File: config.mk
export PLATFORM = sky130hd
export DESIGN_NAME = kbd_ascii_xlat
export DESIGN_NICKNAME = d
export VERILOG_FILES = /design/src/rtl/kbd_xlat_pkg.sv /design/src/rtl/kbd_prefix_parser.sv /design/src/rtl/kbd_repeat_timer.sv /design/src/rtl/kbd_char_fifo.sv /design/src/rtl/kbd_ascii_xlat.sv
export SDC_FILE = /design/constraint.sdc
export NUM_CORES = 1
export LEC_CHECK = 0
export ABC_CLOCK_PERIOD_IN_PS = 7700
export BUFFER_PORTS_ARGS = -buffer_cell sky130_fd_sc_hd__buf_2
export CAP_MARGIN = 0
export CORE_UTILIZATION = 55
export DETAILED_ROUTE_END_ITERATION = 8
export GPL_ROUTABILITY_DRIVEN = 0
export PLACE_DENSITY = 0.72
export SYNTH_ARGS = -nofsm -noshare
export SYNTH_HDL_FRONTEND = slang
export SYNTH_HIERARCHICAL = 1
export SYNTH_SLANG_ARGS = --single-unit
File: constraint.sdc
create_clock -name clk -period 7.7 [get_ports clk]
set_input_delay 1.155 -clock clk [delete_from_list [all_inputs] [get_ports clk]]
set_output_delay 1.155 -clock clk [all_outputs]
set_load 0.02 [all_outputs]
File: src/rtl/kbd_xlat_pkg.sv
package kbd_xlat_pkg;

    localparam logic [7:0] SC_RELEASE = 8'hF0;
    localparam logic [7:0] SC_EXTEND  = 8'hE0;

    typedef enum logic [1:0] {
        PFX_NONE,
        PFX_REL,
        PFX_EXT,
        PFX_EXT_REL
    } prefix_state_t;

    typedef enum logic {
        PH_FIRST,
        PH_REPEAT
    } rep_phase_t;

    typedef struct packed {
        logic       make;
        logic       brk;
        logic [7:0] code;
    } key_event_t;

    typedef struct packed {
        logic       hit;
        logic [7:0] ascii;
    } xlat_t;

    function automatic xlat_t scan_to_ascii(input logic [7:0] sc);
        xlat_t r;
        r.hit = 1'b1;
        case (sc)
            8'h1C: r.ascii = 8'h61; 8'h32: r.ascii = 8'h62; 8'h21: r.ascii = 8'h63;
            8'h23: r.ascii = 8'h64; 8'h24: r.ascii = 8'h65; 8'h2B: r.ascii = 8'h66;
            8'h34: r.ascii = 8'h67; 8'h33: r.ascii = 8'h68; 8'h43: r.ascii = 8'h69;
            8'h3B: r.ascii = 8'h6A; 8'h42: r.ascii = 8'h6B; 8'h4B: r.ascii = 8'h6C;
            8'h3A: r.ascii = 8'h6D; 8'h31: r.ascii = 8'h6E; 8'h44: r.ascii = 8'h6F;
            8'h4D: r.ascii = 8'h70; 8'h15: r.ascii = 8'h71; 8'h2D: r.ascii = 8'h72;
            8'h1B: r.ascii = 8'h73; 8'h2C: r.ascii = 8'h74; 8'h3C: r.ascii = 8'h75;
            8'h2A: r.ascii = 8'h76; 8'h1D: r.ascii = 8'h77; 8'h22: r.ascii = 8'h78;
            8'h35: r.ascii = 8'h79; 8'h1A: r.ascii = 8'h7A; 8'h29: r.ascii = 8'h20;
            default: begin
                r.hit   = 1'b0;
                r.ascii = 8'h00;
            end
        endcase
        return r;
    endfunction

    function automatic logic is_printable(input logic [7:0] a);
        return (a == 8'h20) || (a >= 8'h61 && a <= 8'h7A);
    endfunction

endpackage

File: src/rtl/kbd_prefix_parser.sv
module kbd_prefix_parser
    import kbd_xlat_pkg::*;
(
    input  logic       clk,
    input  logic       rst,
    input  logic       code_valid,
    input  logic [7:0] code,
    output key_event_t ev
);

    prefix_state_t state;

    always_ff @(posedge clk) begin
        if (rst) begin
            state <= PFX_NONE;
            ev    <= '0;
        end else begin
            ev.make <= 1'b0;
            ev.brk  <= 1'b0;
            if (code_valid) begin
                ev.code <= code;
                case (state)
                    PFX_NONE: begin
                        if (code == SC_RELEASE)     state <= PFX_REL;
                        else if (code == SC_EXTEND) state <= PFX_EXT;
                        else                        ev.make <= 1'b1;
                    end
                    PFX_REL: begin
                        state  <= PFX_NONE;
                        ev.brk <= 1'b1;
                    end
                    PFX_EXT:     state <= (code == SC_RELEASE) ? PFX_EXT_REL : PFX_NONE;
                    PFX_EXT_REL: state <= PFX_NONE;
                    default:     state <= PFX_NONE;
                endcase
            end
        end
    end

    AST_EXT_DISCARD: assert property (@(posedge clk) disable iff (rst)
        (code_valid && (state == PFX_EXT_REL)) |=> !ev.make && !ev.brk);

    AST_EXT_NO_MAKE: assert property (@(posedge clk) disable iff (rst)
        (code_valid && (state == PFX_EXT)) |=> !ev.make);

endmodule

File: src/rtl/kbd_repeat_timer.sv
module kbd_repeat_timer
    import kbd_xlat_pkg::*;
#(
    parameter int HOLD_CYCLES   = 25_000_000,
    parameter int REPEAT_CYCLES = 5_000_000
) (
    input  logic       clk,
    input  logic       rst,
    input  key_event_t ev,
    input  logic       space,
    output logic       push,
    output logic [7:0] push_char
);

    localparam int MAX_CYC = (HOLD_CYCLES > REPEAT_CYCLES) ? HOLD_CYCLES : REPEAT_CYCLES;
    localparam int CW      = $clog2(MAX_CYC) + 1;
    localparam logic [CW-1:0] HOLD_LAST = CW'(HOLD_CYCLES - 1);
    localparam logic [CW-1:0] REP_LAST  = CW'(REPEAT_CYCLES - 1);

    logic          held;
    logic [7:0]    held_code;
    logic [7:0]    held_ascii;
    logic [CW-1:0] cnt;
    rep_phase_t    phase;
    logic          pending;

    xlat_t         x;
    logic          new_press;
    logic          rel_held;
    logic          expired;

    always_comb begin
        x         = scan_to_ascii(ev.code);
        new_press = ev.make && x.hit && !(held && (ev.code == held_code));
        rel_held  = ev.brk && held && (ev.code == held_code);
        expired   = held && !rel_held &&
                    (cnt == ((phase == PH_FIRST) ? HOLD_LAST : REP_LAST));
        push      = space && (new_press || pending || expired);
        push_char = new_press ? x.ascii : held_ascii;
    end

    always_ff @(posedge clk) begin
        if (rst) begin
            held       <= 1'b0;
            held_code  <= '0;
            held_ascii <= '0;
            cnt        <= '0;
            phase      <= PH_FIRST;
            pending    <= 1'b0;
        end else begin
            if (new_press)            pending <= !space;
            else if (pending && space) pending <= 1'b0;

            if (new_press) begin
                held       <= 1'b1;
                held_code  <= ev.code;
                held_ascii <= x.ascii;
                cnt        <= '0;
                phase      <= PH_FIRST;
            end else if (rel_held) begin
                held <= 1'b0;
                cnt  <= '0;
            end else if (held) begin
                if (expired) begin
                    if (space) begin
                        cnt   <= '0;
                        phase <= PH_REPEAT;
                    end
                end else begin
                    cnt <= cnt + 1'b1;
                end
            end
        end
    end

    AST_PUSH_PRINTABLE: assert property (@(posedge clk) disable iff (rst)
        push |-> is_printable(push_char));

    AST_RELEASE_CLEARS: assert property (@(posedge clk) disable iff (rst)
        (rel_held && !new_press) |=> !held);

    AST_NEW_KEY_TAKES: assert property (@(posedge clk) disable iff (rst)
        new_press |=> held && (held_code == $past(ev.code)));

endmodule

File: src/rtl/kbd_char_fifo.sv
module kbd_char_fifo #(
    parameter int DEPTH = 4
) (
    input  logic       clk,
    input  logic       rst,
    input  logic       push,
    input  logic [7:0] push_char,
    output logic       space,
    output logic       out_valid,
    output logic [7:0] out_char,
    input  logic       out_ready
);

    localparam int AW = (DEPTH > 1) ? $clog2(DEPTH) : 1;
    localparam int CW = $clog2(DEPTH + 1);
    localparam logic [AW-1:0] LAST  = AW'(DEPTH - 1);
    localparam logic [CW-1:0] FULLN = CW'(DEPTH);

    logic [7:0]    mem [DEPTH];
    logic [AW-1:0] wr_ptr;
    logic [AW-1:0] rd_ptr;
    logic [CW-1:0] count;
    logic          pop;

    always_comb begin
        space     = (count != FULLN);
        out_valid = (count != '0);
        out_char  = mem[rd_ptr];
        pop       = out_valid && out_ready;
    end

    always_ff @(posedge clk) begin
        if (rst) begin
            wr_ptr <= '0;
            rd_ptr <= '0;
            count  <= '0;
            for (int i = 0; i < DEPTH; i++) mem[i] <= '0;
        end else begin
            if (push) begin
                mem[wr_ptr] <= push_char;
                wr_ptr      <= (wr_ptr == LAST) ? '0 : wr_ptr + 1'b1;
            end
            if (pop) rd_ptr <= (rd_ptr == LAST) ? '0 : rd_ptr + 1'b1;
            count <= count + CW'(push) - CW'(pop);
        end
    end

    AST_NO_OVERFLOW: assert property (@(posedge clk) disable iff (rst)
        push |-> (count != FULLN));

    AST_HOLD_STABLE: assert property (@(posedge clk) disable iff (rst)
        (out_valid && !out_ready) |=> out_valid && $stable(out_char));

endmodule

File: src/rtl/kbd_ascii_xlat.sv
module kbd_ascii_xlat
    import kbd_xlat_pkg::*;
#(
    parameter int HOLD_CYCLES   = 25_000_000,
    parameter int REPEAT_CYCLES = 5_000_000,
    parameter int QUEUE_DEPTH   = 4
) (
    input  logic       clk,
    input  logic       rst,
    input  logic       scan_valid,
    input  logic [7:0] scan_code,
    output logic       char_valid,
    output logic [7:0] char_data,
    input  logic       char_ready
);

    key_event_t ev;
    logic       space;
    logic       push;
    logic [7:0] push_char;

    kbd_prefix_parser u_parser (
        .clk        (clk),
        .rst        (rst),
        .code_valid (scan_valid),
        .code       (scan_code),
        .ev         (ev)
    );

    kbd_repeat_timer #(
        .HOLD_CYCLES   (HOLD_CYCLES),
        .REPEAT_CYCLES (REPEAT_CYCLES)
    ) u_timer (
        .clk       (clk),
        .rst       (rst),
        .ev        (ev),
        .space     (space),
        .push      (push),
        .push_char (push_char)
    );

    kbd_char_fifo #(
        .DEPTH (QUEUE_DEPTH)
    ) u_fifo (
        .clk       (clk),
        .rst       (rst),
        .push      (push),
        .push_char (push_char),
        .space     (space),
        .out_valid (char_valid),
        .out_char  (char_data),
        .out_ready (char_ready)
    );

    AST_RESET_IDLE: assert property (@(posedge clk)
        rst |=> !char_valid);

endmodule

==> flow_metrics.env, run 1 <==
export IMPL_finalSetupViolations=0
export IMPL_floorplan_die_height_um=102.2
export IMPL_dieArea_um2=10450
export IMPL_synth_top_family_by_area="simple AND/OR/NAND/NOR gates"
export IMPL_nFillCells=853
export IMPL_cts_buffers_inserted=9
export IMPL_power_internal_w=0.0007870
export IMPL_synth_fa_ha_area_share_pct=1.268
export IMPL_fin_nets=579
export IMPL_via_count=4327
export IMPL_synthArstFlopShare_pct=0
export IMPL_post_drt_via_cell_ratio=6.181
export IMPL_min_from="u_timer/held_ascii[3]"
export IMPL_r2r_end="u_fifo/mem[0][0]"
export IMPL_min_to="u_timer/held_ascii[3]"
export IMPL_antenna_found_initial=0
export IMPL_grt_max_degree=38
export IMPL_synth_compound_area_share_pct=14.13
export IMPL_min_path_type="flop to flop"
export IMPL_ctsResizeCount=0
export IMPL_clk_latency_ns=0.37
export IMPL_io_pins=21
export IMPL_remaining_drc_errors=0
export IMPL_syn_cell_area_um2=5527
export IMPL_final_common_cell="dfxtp_1"
export IMPL_grt_use_total_pct=24.14
export IMPL_n_antenna_cell=0
export IMPL_synth_nets=582
export IMPL_clkSlewWorstSetupHoldPaths_ns=0.10
export IMPL_synth_area_top_cells="dfxtp_1 24%, edfxtp_1 17%, and2_1 4.0%"
export IMPL_overflow=0
export IMPL_drive_gt1_share_pct=14.11
export IMPL_cts_buffer_depth=2
export IMPL_port_buffers=20
export IMPL_p_per_area_nw_per_um2=191.1
export IMPL_netlist_instances=565
export IMPL_areaGrowthSynthToFinish_pct=5.162
export IMPL_post_dp_cell_area_um2=5620
export IMPL_finalHoldViolCount=0
export IMPL_cts_hold_repair_buffers=0
export IMPL_path_class="flop to flop"
export IMPL_synth_xor_area_share_pct=2.400
export IMPL_synthMuxAreaShare_pct=8.105
export IMPL_grt_pass1_vias=3867
export IMPL_drv_cap=0
export IMPL_post_cts_setup_buffer_count=0
export IMPL_clock_root_buffer="clkbuf_8"
export IMPL_fin_crit_ns=4.178
export IMPL_yosysWarningCount=6
export IMPL_synth_edff_count=32
export IMPL_htree_levels=3
export IMPL_skew_ns=0.01338
export IMPL_tritoncts="yes"
export IMPL_status="finished clean"
export IMPL_final_cell_mix="66 x dfxtp_1, 47 x nand2_1, 45 x nor2_1"
export IMPL_ff2ff_path_depth=8
export IMPL_synth_flop_cell="dfxtp_1"
export IMPL_design_area_um2=5812
export IMPL_combPwrFrac_pct=17.1
export IMPL_grt_pass1_wl_um=19480
export IMPL_start_util_pct=56.54
export IMPL_routed_wl_um=11920
export IMPL_ys_types=86
export IMPL_arrival_ns=4.25
export IMPL_antenna_left=0
export IMPL_ir_worst_vdd_uv=83.98
export IMPL_clock_fmax_ghz=0.2394
export IMPL_p_switching_w=0.0003238
export IMPL_rsz0062_at_grt="no"
export IMPL_syn_area_per_cell_um2=9.782
export IMPL_worstPathRequired_ns=7.78
export IMPL_first_pass_iters=5
export IMPL_synth_seq_cells=98
export IMPL_swShare_pct=29.15
export IMPL_wl_per_cell_um=17.03
export IMPL_period_share_pct=54.25
export IMPL_max_slew_margin_rel_pct=31.20
export IMPL_drv_slew=0
export IMPL_r2r_slack_ns=3.52
export IMPL_leakage_nw=1.981
export IMPL_p_seq_share_pct=53.7
export IMPL_whs_path_depth=2
export IMPL_tightest_slew_ns=1.023
export IMPL_rows=36
export IMPL_drtIter0Drc=222
export IMPL_numClockSinks=98
export IMPL_endpoint_kind="flop"
export IMPL_core_um2=9774
export IMPL_pwr_share_clk_pct=29.2
export IMPL_setup_tns_ns=0
export IMPL_hpwl_um=8197
export IMPL_ys_seq_area_share_pct=41.29
export IMPL_synthSimpleGateAreaFrac_pct=28.73
export IMPL_crit_path_start_kind="flop"
export IMPL_die_w_um=102.2
export IMPL_r2r_start="u_parser/ev[1]"
export IMPL_synth_top_cell_area_share_pct=23.91
export IMPL_worstPathMaxFanout=24
export IMPL_synth_largest_area_cell="dfxtp_1"
==> area by class of cell <==
type	count	area [um^2]	share of cell area (%)
clock buffers	10	137.6	2.368
clock inverters	6	53.80	0.9257
inverters	10	37.54	0.6459
multi-input cells	421	3019	51.95
flip-flops and latches	98	2282	39.27
well taps	133	166.4	2.863
repair buffers	22	115.1	1.981
==> stage by stage <==
step | cells | setup WS [ns] | hold WS (ns) | util, % | power, W
floorplan | 565 | 4.530 | 0.4236 | - | 0.0007549
global placement | 684 | 3.750 | 0.4407 | 57.50 | 0.0007903
detailed placement | 684 | 3.633 | 0.4444 | 57.50 | 0.0008000
CTS | 700 | 3.582 | 0.4589 | 59.46 | 0.001123
global route | 700 | 3.277 | 0.4870 | 59.46 | 0.001165
finish | 700 | 3.522 | 0.4600 | 59.46 | 0.001111
==> Yosys cell counts (all sizes together), types with 12 or more instances <==
| cell type | instances |
|---|---|
| nand2b | 14 |
| a31oi | 16 |
| dfxtp | 66 |
| buf | 19 |
| nor2 | 45 |
| mux2i | 20 |
| edfxtp | 32 |
| nand4 | 13 |
| clkbuf | 17 |
| a21oi | 18 |
| nand3 | 18 |
| o21ai | 12 |
| and2 | 35 |
| nand2 | 48 |
==> worst max-delay path by stage <==
stage | depth (start not counted) | to | slack, ns | start
floorplan | 11 | u_fifo/count[2] | 4.53 | u_parser/ev[2]
global placement | 8 | u_fifo/mem[1][3] | 3.75 | u_parser/ev[4]
detailed placement | 8 | u_fifo/mem[0][7] | 3.63 | u_parser/ev[1]
CTS | 8 | u_fifo/mem[0][5] | 3.58 | u_parser/ev[1]
global route | 8 | u_fifo/mem[0][3] | 3.28 | u_parser/ev[1]
finish | 8 | u_fifo/mem[0][0] | 3.52 | u_parser/ev[1]
==> layer usage <==
layer / GRT usage [%] / vias up / routed length (um)
met5: 0 / - / 0
met4: 9.121 / 0 / 221
met3: 2.531 / 24 / 450
met2: 39.75 / 122 / 5853
met1: 32.80 / 2071 / 5396
li1: - / 2110 / -
==> critical path: stages, from the launching register on <==
cell	delay (ns)
dfxtp_1	0.79
or4b_2	0.66
a21oi_1	0.24
o21ai_0	0.18
and3_1	0.34
a21oi_4	0.52
o31a_1	0.42
nor4b_4	0.41
or2_2	0.30
==> power groups by stage <==
stage | clock network [W] | registers [W] | logic (W)
after floorplan | 0 | 0.000582 | 0.000173
after global placement | 0 | 0.000605 | 0.000185
after detailed placement | 0 | 0.000609 | 0.000191
after CTS | 0.000334 | 0.000597 | 0.000192
after global routing | 0.000355 | 0.000602 | 0.000209
final | 0.000324 | 0.000596 | 0.000190
==> flip-flops by register name, summed over array words and instances, names as in the netlist, named ones only <==
register and flops:
u_fifo/mem 32, u_timer/cnt 26, u_parser/ev 10, u_timer/held_ascii 8
u_timer/held_code 8, u_fifo/count 3, u_fifo/rd_ptr 2, u_fifo/wr_ptr 2
u_parser/state 2, u_timer/held 1, u_timer/pending 1, u_timer/phase 1
==> cells by family (layout without fill, tap and decap cells) <==
logic type / after synthesis / after routing
xor gates and xnor gates: 13 / 13
adders and majority gates: 5 / 5
DFF: 98 / 98
and+or+nand+nor: 265 / 265
buffers and inverters: 46 / 48
AOI/OAI and AO/OA: 104 / 104
muxes: 34 / 34
No activity file was read; power rests on OpenSTA's default activity.
==> run 2: changes to the inputs <==
--- a/config.mk
+++ b/config.mk
@@ -5,13 +5,13 @@
 export SDC_FILE = /design/constraint.sdc
 export NUM_CORES = 1
 export LEC_CHECK = 0
-export ABC_CLOCK_PERIOD_IN_PS = 7700
+export ABC_CLOCK_PERIOD_IN_PS = 3700
 export BUFFER_PORTS_ARGS = -buffer_cell sky130_fd_sc_hd__buf_2
 export CAP_MARGIN = 0
 export CORE_UTILIZATION = 55
 export DETAILED_ROUTE_END_ITERATION = 8
 export GPL_ROUTABILITY_DRIVEN = 0
-export PLACE_DENSITY = 0.72
+export PLACE_DENSITY = 0.75
 export SYNTH_ARGS = -nofsm -noshare
 export SYNTH_HDL_FRONTEND = slang
 export SYNTH_HIERARCHICAL = 1
==> constraint.sdc (replaced) <==
create_clock -name clk -period 3.7 [get_ports clk]
set_input_delay 0.555 -clock clk [delete_from_list [all_inputs] [get_ports clk]]
set_output_delay 0.555 -clock clk [all_outputs]
set_load 0.02 [all_outputs]
==> run 2 against run 1 <==
  * Critical path depth is 2 higher
  * Fmax is 22% higher
  * Sequential power is 110% higher
  * Wire length is 1.8% lower
  * Highest routed layer unchanged
  * Sequential share of layout area is 0.54 points lower
  * First-iteration DRC count is 27% higher
  * Hold slack worse by 0.0090 ns
  * Count of clock-buffer cells in the layout is 1 higher
  * Critical path type unchanged
  * Total power is 100% higher
  * Register-to-register slack worse by 3.2 ns
  * Final area is 1.4% higher
  * Critical endpoint is now u_fifo/count[1]
  * Via count is 0.65% higher
==> flow_metrics.env, run 2 (synthesis gave the netlist of run 1 again) <==
export IMPL_status="finished clean"
export IMPL_port_buffers=20
export IMPL_p_seq_share_pct=54.8
export IMPL_die_w_um=102.2
export IMPL_floorplan_die_height_um=102.2
export IMPL_fin_crit_ns=3.424
export IMPL_top_register="u_fifo/mem"
export IMPL_worstPathRequired_ns=3.93
export IMPL_io_pins=21
export IMPL_max_slew_margin_rel_pct=46.28
export IMPL_wl_per_cell_um=16.39
export IMPL_endpoint_kind="flop"
export IMPL_routed_wl_um=11710
export IMPL_worstPathMaxFanout=13
export IMPL_finalHoldViolCount=0
export IMPL_rows=36
export IMPL_place_ws_ns=0.2416
export IMPL_crit_path_start_kind="flop"
export IMPL_finalWorstSetupSlack_ns=0.2757
export IMPL_grt_max_degree=27
export IMPL_period_share_pct=92.55
export IMPL_clk_latency_ns=0.36
export IMPL_numClockSinks=98
export IMPL_post_cts_setup_buffer_count=0
export IMPL_arrival_ns=3.65
export IMPL_n_antenna_cell=0
export IMPL_final_cell_mix="66 x dfxtp_1, 47 x nand2_1, 45 x nor2_1"
export IMPL_reg_top3="u_fifo/mem x32, u_timer/cnt x26, u_parser/ev x10"
export IMPL_post_drt_via_cell_ratio=6.099
export IMPL_antenna_found_initial=0
export IMPL_areaGrowthSynthToFinish_pct=6.633
export IMPL_skew_ns=0.01084
export IMPL_finalSetupViolations=0
export IMPL_p_per_area_nw_per_um2=380.1
export IMPL_drtIter0Drc=281
export IMPL_antenna_left=0
export IMPL_ir_worst_vdd_uv=192.3
export IMPL_grt_pass1_wl_um=19660
export IMPL_first_pass_iters=5
export IMPL_swShare_pct=28.00
export IMPL_hpwl_um=8314
export IMPL_core_um2=9774
export IMPL_p_switching_w=0.0006272
export IMPL_largest_reg_flops=32
export IMPL_min_path_type="primary input to flop"
export IMPL_via_count=4355
export IMPL_clkSlewWorstSetupHoldPaths_ns=0.09
export IMPL_remaining_drc_errors=0
export IMPL_path_class="flop to flop"
export IMPL_drive_gt1_share_pct=16.01
export IMPL_tritoncts="yes"
export IMPL_overflow=0
export IMPL_ff2ff_path_depth=10
export IMPL_cts_hold_repair_buffers=0
export IMPL_power_internal_w=0.001613
export IMPL_cts_buffer_depth=2
export IMPL_pwr_share_clk_pct=26.6
export IMPL_rsz0062_at_grt="no"
export IMPL_dieArea_um2=10450
export IMPL_htree_levels=3
export IMPL_tightest_slew_ns=0.8059
export IMPL_start_util_pct=56.54
export IMPL_ctsResizeCount=0
export IMPL_setup_tns_ns=0
export IMPL_final_common_cell="dfxtp_1"
export IMPL_grt_use_total_pct=23.93
export IMPL_clock_fmax_ghz=0.2920
export IMPL_fin_nets=593
export IMPL_drv_cap=0
export IMPL_leakage_nw=2.032
export IMPL_clock_root_buffer="clkbuf_8"
export IMPL_combPwrFrac_pct=18.7
export IMPL_drv_slew=0
export IMPL_whs_path_depth=3
export IMPL_cts_buffers_inserted=9
export IMPL_grt_pass1_vias=4154
==> run 2: changes by cell type in the layout (fill, tap and decap cells not counted), sizes merged <==
cell	before	now
clkinvlp	1	3
clkbuf	10	11
inv	14	10
buf	22	36
clkinv	1	2
==> run 2: routing by layer <==
metal	up-vias	part of all wire, %	GRT usage, %
met1	2077	46	31.13
met2	135	49	40.84
li1	2124	-	-
met4	0	1.7	9.011
met5	-	0	0
met3	19	3.8	2.873
==> run 2: power by group through the flow <==
stage | Sequential, W | Combinational, W | Clock (W)
6_report | 0.00123 | 0.000418 | 0.000595
5_1_grt | 0.00124 | 0.000458 | 0.000664
3_5_place_dp | 0.00125 | 0.000418 | 0
4_1_cts | 0.00123 | 0.000419 | 0.000616
2_1_floorplan | 0.00121 | 0.000360 | 0
3_3_place_gp | 0.00125 | 0.000406 | 0
==> run 2: final timing paths <==
check / start / endpoint / slack, ns
max: u_parser/ev[4] / u_fifo/count[1] / 0.28
min: scan_code[3] / u_parser/ev[3] / 0.45
max reg2reg: u_parser/ev[4] / u_fifo/count[1] / 0.28
min reg2reg: u_timer/held_ascii[3] / u_timer/held_ascii[3] / 0.45
==> run 2: stage by stage <==
stage / total power [W] / area, um^2 / hold slack (ns) / cells / utilization (%)
2_1_floorplan: 0.001571 / 5527 / 0.4236 / 565 / -
3_3_place_gp: 0.001655 / 5725 / 0.4395 / 698 / 58.58
3_5_place_dp: 0.001673 / 5725 / 0.4423 / 698 / 58.58
4_1_cts: 0.002265 / 5888 / 0.4407 / 714 / 60.24
5_1_grt: 0.002363 / 5893 / 0.4363 / 714 / 60.29
6_report: 0.002240 / 5893 / 0.4510 / 714 / 60.29
==> run 2: cell type report <==
| type | count | area [um^2] |
|---|---|---|
| Clock buffer | 11 | 131.4 |
| Clock inverter | 5 | 31.28 |
| Fill cell | 842 | 3881 |
| Inverter | 10 | 37.54 |
| Multi-Input combinational cell | 421 | 3024 |
| Sequential cell | 98 | 2282 |
| Tap cell | 133 | 166.4 |
| Timing Repair Buffer | 36 | 220.2 |
==> run 2: worst max-delay path, stage by stage (launching register included) <==
cell,delay [ns]
dfxtp_1,0.43
buf_4,0.22
or4b_2,0.64
a21oi_1,0.22
o21ai_0,0.16
and3_1,0.27
a21oi_4,0.18
o31a_1,0.38
ha_1,0.23
fa_1,0.41
nor2b_1,0.14
==> run 3: changes to the inputs <==
--- a/config.mk
+++ b/config.mk
@@ -9,6 +9,7 @@
 export BUFFER_PORTS_ARGS = -buffer_cell sky130_fd_sc_hd__buf_2
 export CAP_MARGIN = 0
 export CORE_UTILIZATION = 55
+export CTS_BUF_LIST = sky130_fd_sc_hd__clkbuf_4
 export DETAILED_ROUTE_END_ITERATION = 8
 export GPL_ROUTABILITY_DRIVEN = 0
 export PLACE_DENSITY = 0.75
==> run 3 against run 2 <==
  * Clock skew increased by 0.016 ns
  * Utilization decreased by 0.50 points
  * Non-clock buffer count unchanged
  * Register-to-register slack about the same
  * Fmax about the same
  * Via count about the same
  * Count of clock-buffer cells in the layout unchanged
  * Global-route usage decreased by 0.055 points
  * Critical path type unchanged
  * Die area unchanged
  * Hold slack got worse by 0.097 ns
==> flow_metrics.env, run 3 (synthesis gave the netlist of run 1 again) <==
export IMPL_status="finished clean"
export IMPL_finalSetupViolations=0
export IMPL_endpoint="u_fifo/count[1]"
export IMPL_clk_latency_ns=0.44
export IMPL_path_class="flop to flop"
export IMPL_drv_cap=0
export IMPL_drive_gt1_share_pct=16.35
export IMPL_dp_cells=698
export IMPL_worstPathMaxFanout=13
export IMPL_final_common_cell="dfxtp_1"
export IMPL_routed_wl_um=11780
export IMPL_nFillCells=848
export IMPL_antenna_left=0
export IMPL_worstPathRequired_ns=4.02
export IMPL_core_um2=9774
export IMPL_areaGrowthSynthToFinish_pct=5.751
export IMPL_via_count=4351
export IMPL_clkSlewWorstSetupHoldPaths_ns=0.16
export IMPL_fin_crit_ns=3.422
export IMPL_stdcell_count=714
export IMPL_htree_levels=3
export IMPL_cpPeakStageDelay_ns=0.64
export IMPL_grt_max_degree=27
export IMPL_clock_root_buffer="clkbuf_4"
export IMPL_port_buffers=20
export IMPL_crit_chain="buf_4 > or4b_2 > a21oi_1 > o21ai_0 > and3_1 > a21oi_4 > o31a_1 > ha_1 > fa_1 > nor2b_1"
export IMPL_n_antenna_cell=0
export IMPL_wl_per_cell_um=16.50
export IMPL_grt_use_total_pct=23.88
export IMPL_crit_cells=10
export IMPL_post_drt_via_cell_ratio=6.094
export IMPL_crit_path_start_kind="flop"
export IMPL_r2r_slack_ns=0.28
export IMPL_r2r_end="u_fifo/count[1]"
export IMPL_setup_tns_ns=0
export IMPL_dieArea_um2=10450
export IMPL_clock_fmax_ghz=0.2922
export IMPL_p_per_area_nw_per_um2=367.0
export IMPL_cts_buffers_inserted=9
export IMPL_crit_family="simple AND/OR/NAND/NOR gates"
export IMPL_max_slew_margin_rel_pct=46.23
export IMPL_numClockSinks=98
export IMPL_die_w_um=102.2
export IMPL_antenna_found_initial=0
export IMPL_grt_pass1_wl_um=19650
export IMPL_tritoncts="yes"
export IMPL_final_cell_mix="66 x dfxtp_1, 47 x nand2_1, 45 x nor2_1"
export IMPL_rsz0062_at_grt="no"
export IMPL_floorplan_die_height_um=102.2
export IMPL_endpoint_kind="flop"
export IMPL_reg_top3="u_fifo/mem x32, u_timer/cnt x26, u_parser/ev x10"
export IMPL_leakage_nw=2.015
export IMPL_arrival_ns=3.74
export IMPL_tightest_slew_ns=0.8065
export IMPL_skew_ns=0.02658
export IMPL_finalHoldViolCount=0
export IMPL_grt_pass1_vias=4141
export IMPL_cp_num_buf_inv=1
export IMPL_hpwl_um=8314
export IMPL_cts_hold_repair_buffers=0
export IMPL_top_register="u_fifo/mem"
export IMPL_crit_path_start="u_parser/ev[4]"
export IMPL_rows=36
export IMPL_ir_worst_vdd_uv=191.4
export IMPL_fin_nets=593
export IMPL_slowest_stage="or4b_2"
export IMPL_overflow=0
export IMPL_remaining_drc_errors=0
export IMPL_first_pass_iters=5
export IMPL_r2r_start="u_parser/ev[4]"
export IMPL_largest_reg_flops=32
export IMPL_drtIter0Drc=292
export IMPL_min_path_type="primary input to flop"
export IMPL_period_share_pct=92.49
export IMPL_ff2ff_path_depth=10
export IMPL_cts_buffer_depth=2
export IMPL_drv_slew=0
export IMPL_io_pins=21
export IMPL_start_util_pct=56.54
[run 3: what timing repair did]
item | 4_1_cts | 5_1_grt
setup endpoints to repair | 0 | 16
buffers inserted | 0 | 0
resized for setup | 0 | 2
[run 3: metrics by stage]
stage          hold WS [ns]  util [%]  total power (W)  instance area, um^2  setup WS [ns]
4_1_cts              0.3407     59.74         0.002160                 5839         0.1879
3_3_place_gp         0.4395     58.58         0.001655                 5725         0.3651
5_1_grt              0.3265     59.79         0.002258                 5844        0.07346
3_5_place_dp         0.4423     58.58         0.001673                 5725         0.2416
2_1_floorplan        0.4236         -         0.001571                 5527         0.5303
6_report             0.3544     59.79         0.002145                 5844         0.2780
[run 3: layout make-up]
class                           instances  area (um^2)  share of cell area (%)
Tap cell                              133        166.4                   2.847
Clock inverter                          5        31.28                  0.5352
Clock buffer                           11        82.58                   1.413
Sequential cell                        98         2282                   39.05
Timing Repair Buffer                   36        220.2                   3.768
Multi-Input combinational cell        421         3024                   51.74
Inverter                               10        37.54                  0.6423
[run 3: power by group]
part | internal, W | leakage (nW) | switching (W)
combinational | 0.000213 | 1.09 | 0.000205
clock | 0.000150 | 0.0565 | 0.000348
sequential | 0.00116 | 0.867 | 0.0000695
[run 3: worst min-delay path by stage]
| stage | cells after the start | end | start |
|---|---|---|---|
| 2_1_floorplan | 2 | u_timer/held_ascii[3] | u_timer/held_ascii[3] |
| 3_3_place_gp | 2 | u_timer/held_ascii[3] | u_timer/held_ascii[3] |
| 3_5_place_dp | 2 | u_timer/held_ascii[3] | u_timer/held_ascii[3] |
| 4_1_cts | 3 | u_parser/ev[3] | scan_code[3] |
| 5_1_grt | 3 | u_parser/ev[3] | scan_code[3] |
| 6_report | 3 | u_parser/ev[3] | scan_code[3] |
[run 3: layer usage]
layer	part of all wire, %	global-route usage (%)	vias to the layer above
li1	-	-	2128
met1	46	31.23	2094
met2	49	40.84	113
met3	3.2	2.941	16
met4	1.6	8.242	0
met5	0	0	-
[run 3: worst register-to-register path: stages (launching register included)]
cell and delay, ns:
dfxtp_1 0.45, buf_4 0.22, or4b_2 0.64, a21oi_1 0.22
o21ai_0 0.16, and3_1 0.27, a21oi_4 0.19, o31a_1 0.36
ha_1 0.24, fa_1 0.41, nor2b_1 0.14
